$ cat src/rtl/cyc64_pkg.sv
package cyc64_pkg;
  parameter int ADDR_W = 12;
  parameter int WORD_W = 32;
  parameter int CNT_W  = 64;
  localparam int HALF_W = CNT_W / 2;

  typedef logic [ADDR_W-1:0] addr_t;
  typedef logic [WORD_W-1:0] word_t;

  localparam addr_t ADDR_CTRL = 12'h103;
  localparam addr_t ADDR_LO   = 12'h104;
  localparam addr_t ADDR_HI   = 12'h105;

  localparam int FLAG_BIT = WORD_W - 1;
  localparam int EN_BIT   = 0;
endpackage

$ cat src/rtl/cyc64_counter.sv
module cyc64_counter #(
  parameter int CNT_W  = 64,
  parameter int HALF_W = CNT_W / 2
) (
  input  logic              clk,
  input  logic              rst_n,
  input  logic              en,
  input  logic              ld_lo,
  input  logic              ld_hi,
  input  logic [HALF_W-1:0] ld_data,
  output logic [CNT_W-1:0]  cnt
);
  always_ff @(posedge clk) begin
    if (!rst_n) begin
      cnt <= '0;
    end else if (ld_lo) begin
      cnt[HALF_W-1:0] <= ld_data;
    end else if (ld_hi) begin
      cnt[CNT_W-1:HALF_W] <= ld_data;
    end else if (en) begin
      cnt <= cnt + 1'b1;
    end
  end

  p_step_r3: assert property (@(posedge clk) disable iff (!rst_n)
    (en && !ld_lo && !ld_hi) |=> (cnt == $past(cnt) + 1'b1));
  p_hold_r3: assert property (@(posedge clk) disable iff (!rst_n)
    (!en && !ld_lo && !ld_hi) |=> $stable(cnt));
  p_load_lo_r8: assert property (@(posedge clk) disable iff (!rst_n)
    ld_lo |=> (cnt[HALF_W-1:0] == $past(ld_data)) && $stable(cnt[CNT_W-1:HALF_W]));
  p_load_hi_r8: assert property (@(posedge clk) disable iff (!rst_n)
    (ld_hi && !ld_lo) |=> (cnt[CNT_W-1:HALF_W] == $past(ld_data)) && $stable(cnt[HALF_W-1:0]));
endmodule

$ cat src/rtl/cyc64_tear_track.sv
module cyc64_tear_track #(
  parameter int HALF_W = 32
) (
  input  logic              clk,
  input  logic              rst_n,
  input  logic              rd_lo,
  input  logic              rd_hi,
  input  logic [HALF_W-1:0] cnt_hi,
  output logic              flag
);
  logic [HALF_W-1:0] snap_hi;
  logic              pending;

  always_ff @(posedge clk) begin
    if (!rst_n) begin
      snap_hi <= '0;
      pending <= 1'b0;
      flag    <= 1'b0;
    end else if (rd_lo) begin
      snap_hi <= cnt_hi;
      pending <= 1'b1;
      flag    <= 1'b0;
    end else if (rd_hi && pending) begin
      pending <= 1'b0;
      flag    <= (snap_hi == cnt_hi);
    end
  end

  p_lo_clears_r5: assert property (@(posedge clk) disable iff (!rst_n)
    rd_lo |=> !flag);
  p_rise_needs_hi_r6: assert property (@(posedge clk) disable iff (!rst_n)
    $rose(flag) |-> $past(rd_hi));
  p_idle_keeps_r7: assert property (@(posedge clk) disable iff (!rst_n)
    (!rd_lo && !rd_hi) |=> $stable(flag));
endmodule

$ cat src/rtl/cyc64_rd_mux.sv
module cyc64_rd_mux
  import cyc64_pkg::*;
#(
  parameter int CNT_W  = 64,
  parameter int HALF_W = CNT_W / 2
) (
  input  logic             clk,
  input  logic             rst_n,
  input  logic             rd,
  input  addr_t            addr,
  input  logic [CNT_W-1:0] cnt,
  input  logic             en,
  input  logic             flag,
  output logic             rsp_valid,
  output word_t            rsp_rdata
);
  word_t sel;

  always_comb begin
    sel = '0;
    unique case (addr)
      ADDR_CTRL: begin
        sel[EN_BIT]   = en;
        sel[FLAG_BIT] = flag;
      end
      ADDR_LO: sel = cnt[HALF_W-1:0];
      ADDR_HI: sel = cnt[CNT_W-1:HALF_W];
      default: sel = '0;
    endcase
  end

  always_ff @(posedge clk) begin
    if (!rst_n) begin
      rsp_valid <= 1'b0;
      rsp_rdata <= '0;
    end else begin
      rsp_valid <= rd;
      rsp_rdata <= rd ? sel : '0;
    end
  end

  p_rsp_pulse_r4: assert property (@(posedge clk) disable iff (!rst_n)
    rd |=> rsp_valid);
  p_no_rsp_r4: assert property (@(posedge clk) disable iff (!rst_n)
    !rd |=> !rsp_valid);
  p_ctrl_zero_bits_r2: assert property (@(posedge clk) disable iff (!rst_n)
    (rd && addr == ADDR_CTRL) |=> (rsp_rdata[FLAG_BIT-1:EN_BIT+1] == '0));
endmodule

$ cat src/rtl/cyc64_atomic.sv
module cyc64_atomic
  import cyc64_pkg::*;
(
  input  logic        clk,
  input  logic        rst_n,
  input  logic        req_valid,
  input  logic        req_write,
  input  logic [11:0] req_addr,
  input  logic [31:0] req_wdata,
  output logic        rsp_valid,
  output logic [31:0] rsp_rdata
);
  logic [CNT_W-1:0] cnt;
  logic             en;
  logic             flag;
  logic             wr, rd;

  assign wr = req_valid && req_write;
  assign rd = req_valid && !req_write;

  always_ff @(posedge clk) begin
    if (!rst_n)                       en <= 1'b0;
    else if (wr && req_addr == ADDR_CTRL) en <= req_wdata[EN_BIT];
  end

  cyc64_counter #(.CNT_W(CNT_W), .HALF_W(HALF_W)) u_counter (
    .clk     (clk),
    .rst_n   (rst_n),
    .en      (en),
    .ld_lo   (wr && req_addr == ADDR_LO),
    .ld_hi   (wr && req_addr == ADDR_HI),
    .ld_data (req_wdata[HALF_W-1:0]),
    .cnt     (cnt)
  );

  cyc64_tear_track #(.HALF_W(HALF_W)) u_tear (
    .clk    (clk),
    .rst_n  (rst_n),
    .rd_lo  (rd && req_addr == ADDR_LO),
    .rd_hi  (rd && req_addr == ADDR_HI),
    .cnt_hi (cnt[CNT_W-1:HALF_W]),
    .flag   (flag)
  );

  cyc64_rd_mux #(.CNT_W(CNT_W), .HALF_W(HALF_W)) u_mux (
    .clk       (clk),
    .rst_n     (rst_n),
    .rd        (rd),
    .addr      (req_addr),
    .cnt       (cnt),
    .en        (en),
    .flag      (flag),
    .rsp_valid (rsp_valid),
    .rsp_rdata (rsp_rdata)
  );

  p_reset_state_r1: assert property (@(posedge clk)
    !rst_n |=> (cnt == '0) && !en && !flag);
  p_other_write_r9: assert property (@(posedge clk) disable iff (!rst_n)
    (wr && req_addr != ADDR_CTRL) |=> $stable(en));
endmodule

$ cat config.mk
export PLATFORM = sky130hd
export DESIGN_NAME = cyc64_atomic
export DESIGN_NICKNAME = d
export VERILOG_FILES = /design/src/rtl/cyc64_pkg.sv /design/src/rtl/cyc64_counter.sv /design/src/rtl/cyc64_tear_track.sv /design/src/rtl/cyc64_rd_mux.sv /design/src/rtl/cyc64_atomic.sv
export SDC_FILE = /design/constraint.sdc
export NUM_CORES = 1
export LEC_CHECK = 0
export ABC_AREA = 0
export BUFFER_PORTS_ARGS = -buffer_cell sky130_fd_sc_hd__buf_2
export CAP_MARGIN = 20
export CELL_PAD_IN_SITES_DETAIL_PLACEMENT = 0
export CELL_PAD_IN_SITES_GLOBAL_PLACEMENT = 1
export CORE_MARGIN = 3
export CORE_UTILIZATION = 47
export CTS_CLUSTER_DIAMETER = 40
export CTS_CLUSTER_SIZE = 14
export DETAILED_ROUTE_END_ITERATION = 6
export PLACE_DENSITY = 0.95
export SETUP_SLACK_MARGIN = 0.5
export SLEW_MARGIN = 15
export SYNTH_ARGS = -nofsm -noshare
export SYNTH_HDL_FRONTEND = slang
export SYNTH_SLANG_ARGS = --single-unit
export TNS_END_PERCENT = 50
$ cat constraint.sdc
create_clock -name clk -period 4.7 [get_ports clk]
set_input_delay 0.94 -clock clk [delete_from_list [all_inputs] [get_ports clk]]
set_output_delay 0.94 -clock clk [all_outputs]
set_load 0.005 [all_outputs]
==> impl_metrics.tcl <==
set metrics [dict create \
    ir_drop_mv 0.250 \
    worstPathRequired_ns 4.97 \
    hold_path.class "flop to flop" \
    worstPathMaxFanout 33 \
    whs_endpoint "u_tear.snap_hi[26]$_SDFFE_PN0P_" \
    layout_common_cells "dfxtp_1, a21oi_1, nand2_1" \
    dieArea_um2 15800 \
    cts-htree-levels 4 \
    p_per_area_nw_per_um2 339 \
    design.core.area_um2 13900 \
    status "completed" \
    crit_type "input pin to flop" \
    p_sw_share_pct 21.2 \
    maxCapViolations 0 \
    rsz0062_at_grt "false" \
    grt_max_degree 67 \
    cts_hold_buf 0 \
    internal_power_mw 2.08 \
    async_flop_share_pct 0 \
    drv_slew 0 \
    r2r_end "u_counter.cnt[50]$_SDFFE_PN0P_" \
    power.total_mw 2.64 \
    die_w_um 126 \
    drc 0 \
    setup_viol 0 \
    post-route-period-util_pct 63.8 \
    die_y_um 126 \
    antenna_left 0 \
    grt_antenna_before_repair 0 \
    synth.avg_cell_area_um2 7.99 \
    gp_congestion 0.928 \
    overflow 0 \
    final_common_cell "dfxtp_1" \
    synth-seq-area-share_pct 39.2 \
    drtIter0Drc 879 \
    worst_hold_startpoint "u_tear.snap_hi[26]$_SDFFE_PN0P_" \
    drt-total-wl_mm 21.5 \
    p_comb_share_pct 3.0 \
    hold_path_depth 2 \
    grt_usage_pct 26.9 \
    ys.flop_type "dfxtp_1" \
    insertedDiodeCount 0 \
    clk_pin_slew_worst_paths_ns 0.06 \
    worstMarginPinSlew_ns 0.835 \
    fin_setup_tns_ns 0 \
    io_pins 81 \
    area_growth_pct 15.5 \
    portBuffers 80 \
    cts_resized 0 \
    cp.arrival_ns 3.27 \
    cts_setup_buffers 0 \
    cts.sinks 132 \
    rrSetupSlack_ns 2.00 \
    start_util_pct 48.4 \
    ys_seq_elements 132 \
    synth_cells 843 \
    num_vias 6586 \
    syn-num-nets 892 \
    period_needed_ns 3.00 \
    grt_pass1_vias 6096 \
    fin_nets 930 \
    hold_viol 0 \
    root_buffer "clkbuf_16" \
    hpwl_mm 15.3 \
    numCtsBuffers 17 \
    slew_headroom_pct 43.9 \
    skew_ns 0.00840 \
    final_layout_size_suffix_gt1_share_pct 16.2 \
    power_frac_seq_pct 42.4 \
    setup.worst_path.start_class "input pin" \
    reg2reg_depth 6 \
    syn_area_um2 6740 \
    fmax_mhz 333 \
    grt_pass1_wl_mm 33.4 \
    pre_cts_slack_ns 1.18 \
    rows 43 \
    critPathCaptureType "flop" \
    p_sw_mw 0.558 \
    first_pass_iters 6 \
    cts_tree "yes" \
    fillCellCount 1295 \
    synth_cell_types 54 \
    p_clk_share_pct 54.6 \
    cts.path.max_buffers 2 \
    synth-edff-count 0 \
    worst_slack_ns 1.70 \
    leakage_nw 2.62 \
    reg2reg_from "u_counter.cnt[8]$_SDFFE_PN0P_" \
    yosys_warnings 0 \
    clkLatencyLatePin_ns 0.43 \
    viasPerCell 6.13 \
    wl_per_cell_um 20.0 \
]
## kinds of logic after synthesis
| kind of cell | after synthesis | share of synthesized area (%) |
|---|---|---|
| adder cells (fa/ha/maj) | 1 | 0.186 |
| buffers and inverters | 84 | 5.50 |
| XOR/XNOR | 67 | 8.71 |
| multiplexers | 35 | 5.24 |
| AND/OR/NAND/NOR | 335 | 25.9 |
| flip-flops | 132 | 39.2 |
| AO/OA/AOI/OAI | 189 | 15.3 |
## Yosys cell counts (2+ instances only)
library cell | number | area share [%]
o211ai_1 | 7 | 0.78
nor4b_1 | 5 | 0.65
or4_1 | 3 | 0.33
buf_1 | 4 | 0.22
xnor2_1 | 61 | 7.9
and3_1 | 5 | 0.46
nor4_1 | 23 | 2.1
dfxtp_1 | 132 | 39
mux2_2 | 2 | 0.33
buf_6 | 4 | 0.67
a41oi_1 | 2 | 0.26
a31oi_1 | 4 | 0.37
nand2_1 | 101 | 5.6
clkbuf_1 | 53 | 3.0
nand4_1 | 39 | 3.6
nand4_2 | 3 | 0.56
nor4_4 | 2 | 0.63
nor3_1 | 28 | 2.1
nand3_1 | 26 | 1.9
a32oi_1 | 4 | 0.52
xor2_1 | 6 | 0.78
nor4_2 | 2 | 0.37
nor2_1 | 70 | 3.9
inv_1 | 11 | 0.61
buf_2 | 11 | 0.82
or2_2 | 3 | 0.28
nand2b_1 | 3 | 0.28
and4_1 | 4 | 0.52
a21oi_1 | 111 | 8.2
a211oi_1 | 7 | 0.78
or3_1 | 5 | 0.46
mux2i_1 | 33 | 4.9
a22oi_1 | 2 | 0.22
a221oi_1 | 2 | 0.26
o21ai_0 | 46 | 3.4
## metrics by stage
step                hold WS (ns)  util (%)  std cells  instance area (um2)
floorplan                  0.444         -        843                 6740
global placement           0.452      51.0       1039                 7110
detailed placement         0.459      51.1       1040                 7120
CTS                        0.467      55.7       1072                 7760
global route               0.487      55.8       1074                 7780
finish                     0.466      55.8       1074                 7780
## worst max-delay path by stage
stage | slack [ns] | cells past startpoint | end | startpoint
finish | 1.70 | 7 | u_tear.snap_hi[20]$_SDFFE_PN0P_ | req_addr[5]
global route | 1.50 | 7 | u_tear.snap_hi[20]$_SDFFE_PN0P_ | req_addr[5]
CTS | 1.61 | 7 | u_tear.snap_hi[20]$_SDFFE_PN0P_ | req_addr[5]
detailed placement | 1.18 | 7 | u_tear.snap_hi[29]$_SDFFE_PN0P_ | req_addr[5]
global placement | 1.23 | 7 | u_tear.snap_hi[25]$_SDFFE_PN0P_ | req_addr[5]
floorplan | 1.88 | 9 | u_tear.snap_hi[3]$_SDFFE_PN0P_ | req_addr[11]
## power groups by stage
| stage | Clock, mW | Combinational [mW] | Sequential (mW) |
|---|---|---|---|
| final | 1.44 | 0.0789 | 1.12 |
| after global routing | 1.51 | 0.0838 | 1.12 |
| after CTS | 1.46 | 0.0767 | 1.12 |
| after detailed placement | 0 | 0.0764 | 1.14 |
| after global placement | 0 | 0.0769 | 1.14 |
| after floorplan | 0 | 0.0352 | 1.14 |
## layer usage
layer  vias to the layer above  share of wire (%)  GRT usage, %
met4                         0                2.0          7.63
met5                         -                  0             0
met3                        51                 11          8.91
li1                       3072                  -             -
met2                       328                 45          40.7
met1                      3135                 43          37.1
## registers in the layout (all words and copies together) (netlist names)
register         cells
u_tear.snap_hi      32
u_tear.flag          1
u_tear.pending       1
u_counter.cnt       64
en                   1
u_mux.rsp_valid      1
u_mux.rsp_rdata     32
## cell type report
class / count / area [um2] / area share, %
inverters: 11 / 41.3 / 0.531
clock buffers: 17 / 425 / 5.47
clock inverters: 15 / 213 / 2.73
multi-input cells: 627 / 3730 / 48.0
flip-flops and latches: 132 / 2640 / 34.0
well taps: 180 / 225 / 2.89
repair buffers: 92 / 503 / 6.46
## critical path, cell delays in order
cell	delay [ns]
buf_2	0.09
nor2_1	0.39
nand3_2	0.23
or3b_1	0.55
or3_2	0.80
nand2_1	0.17
a21oi_1	0.07
Power figures use the tool's default switching activity.
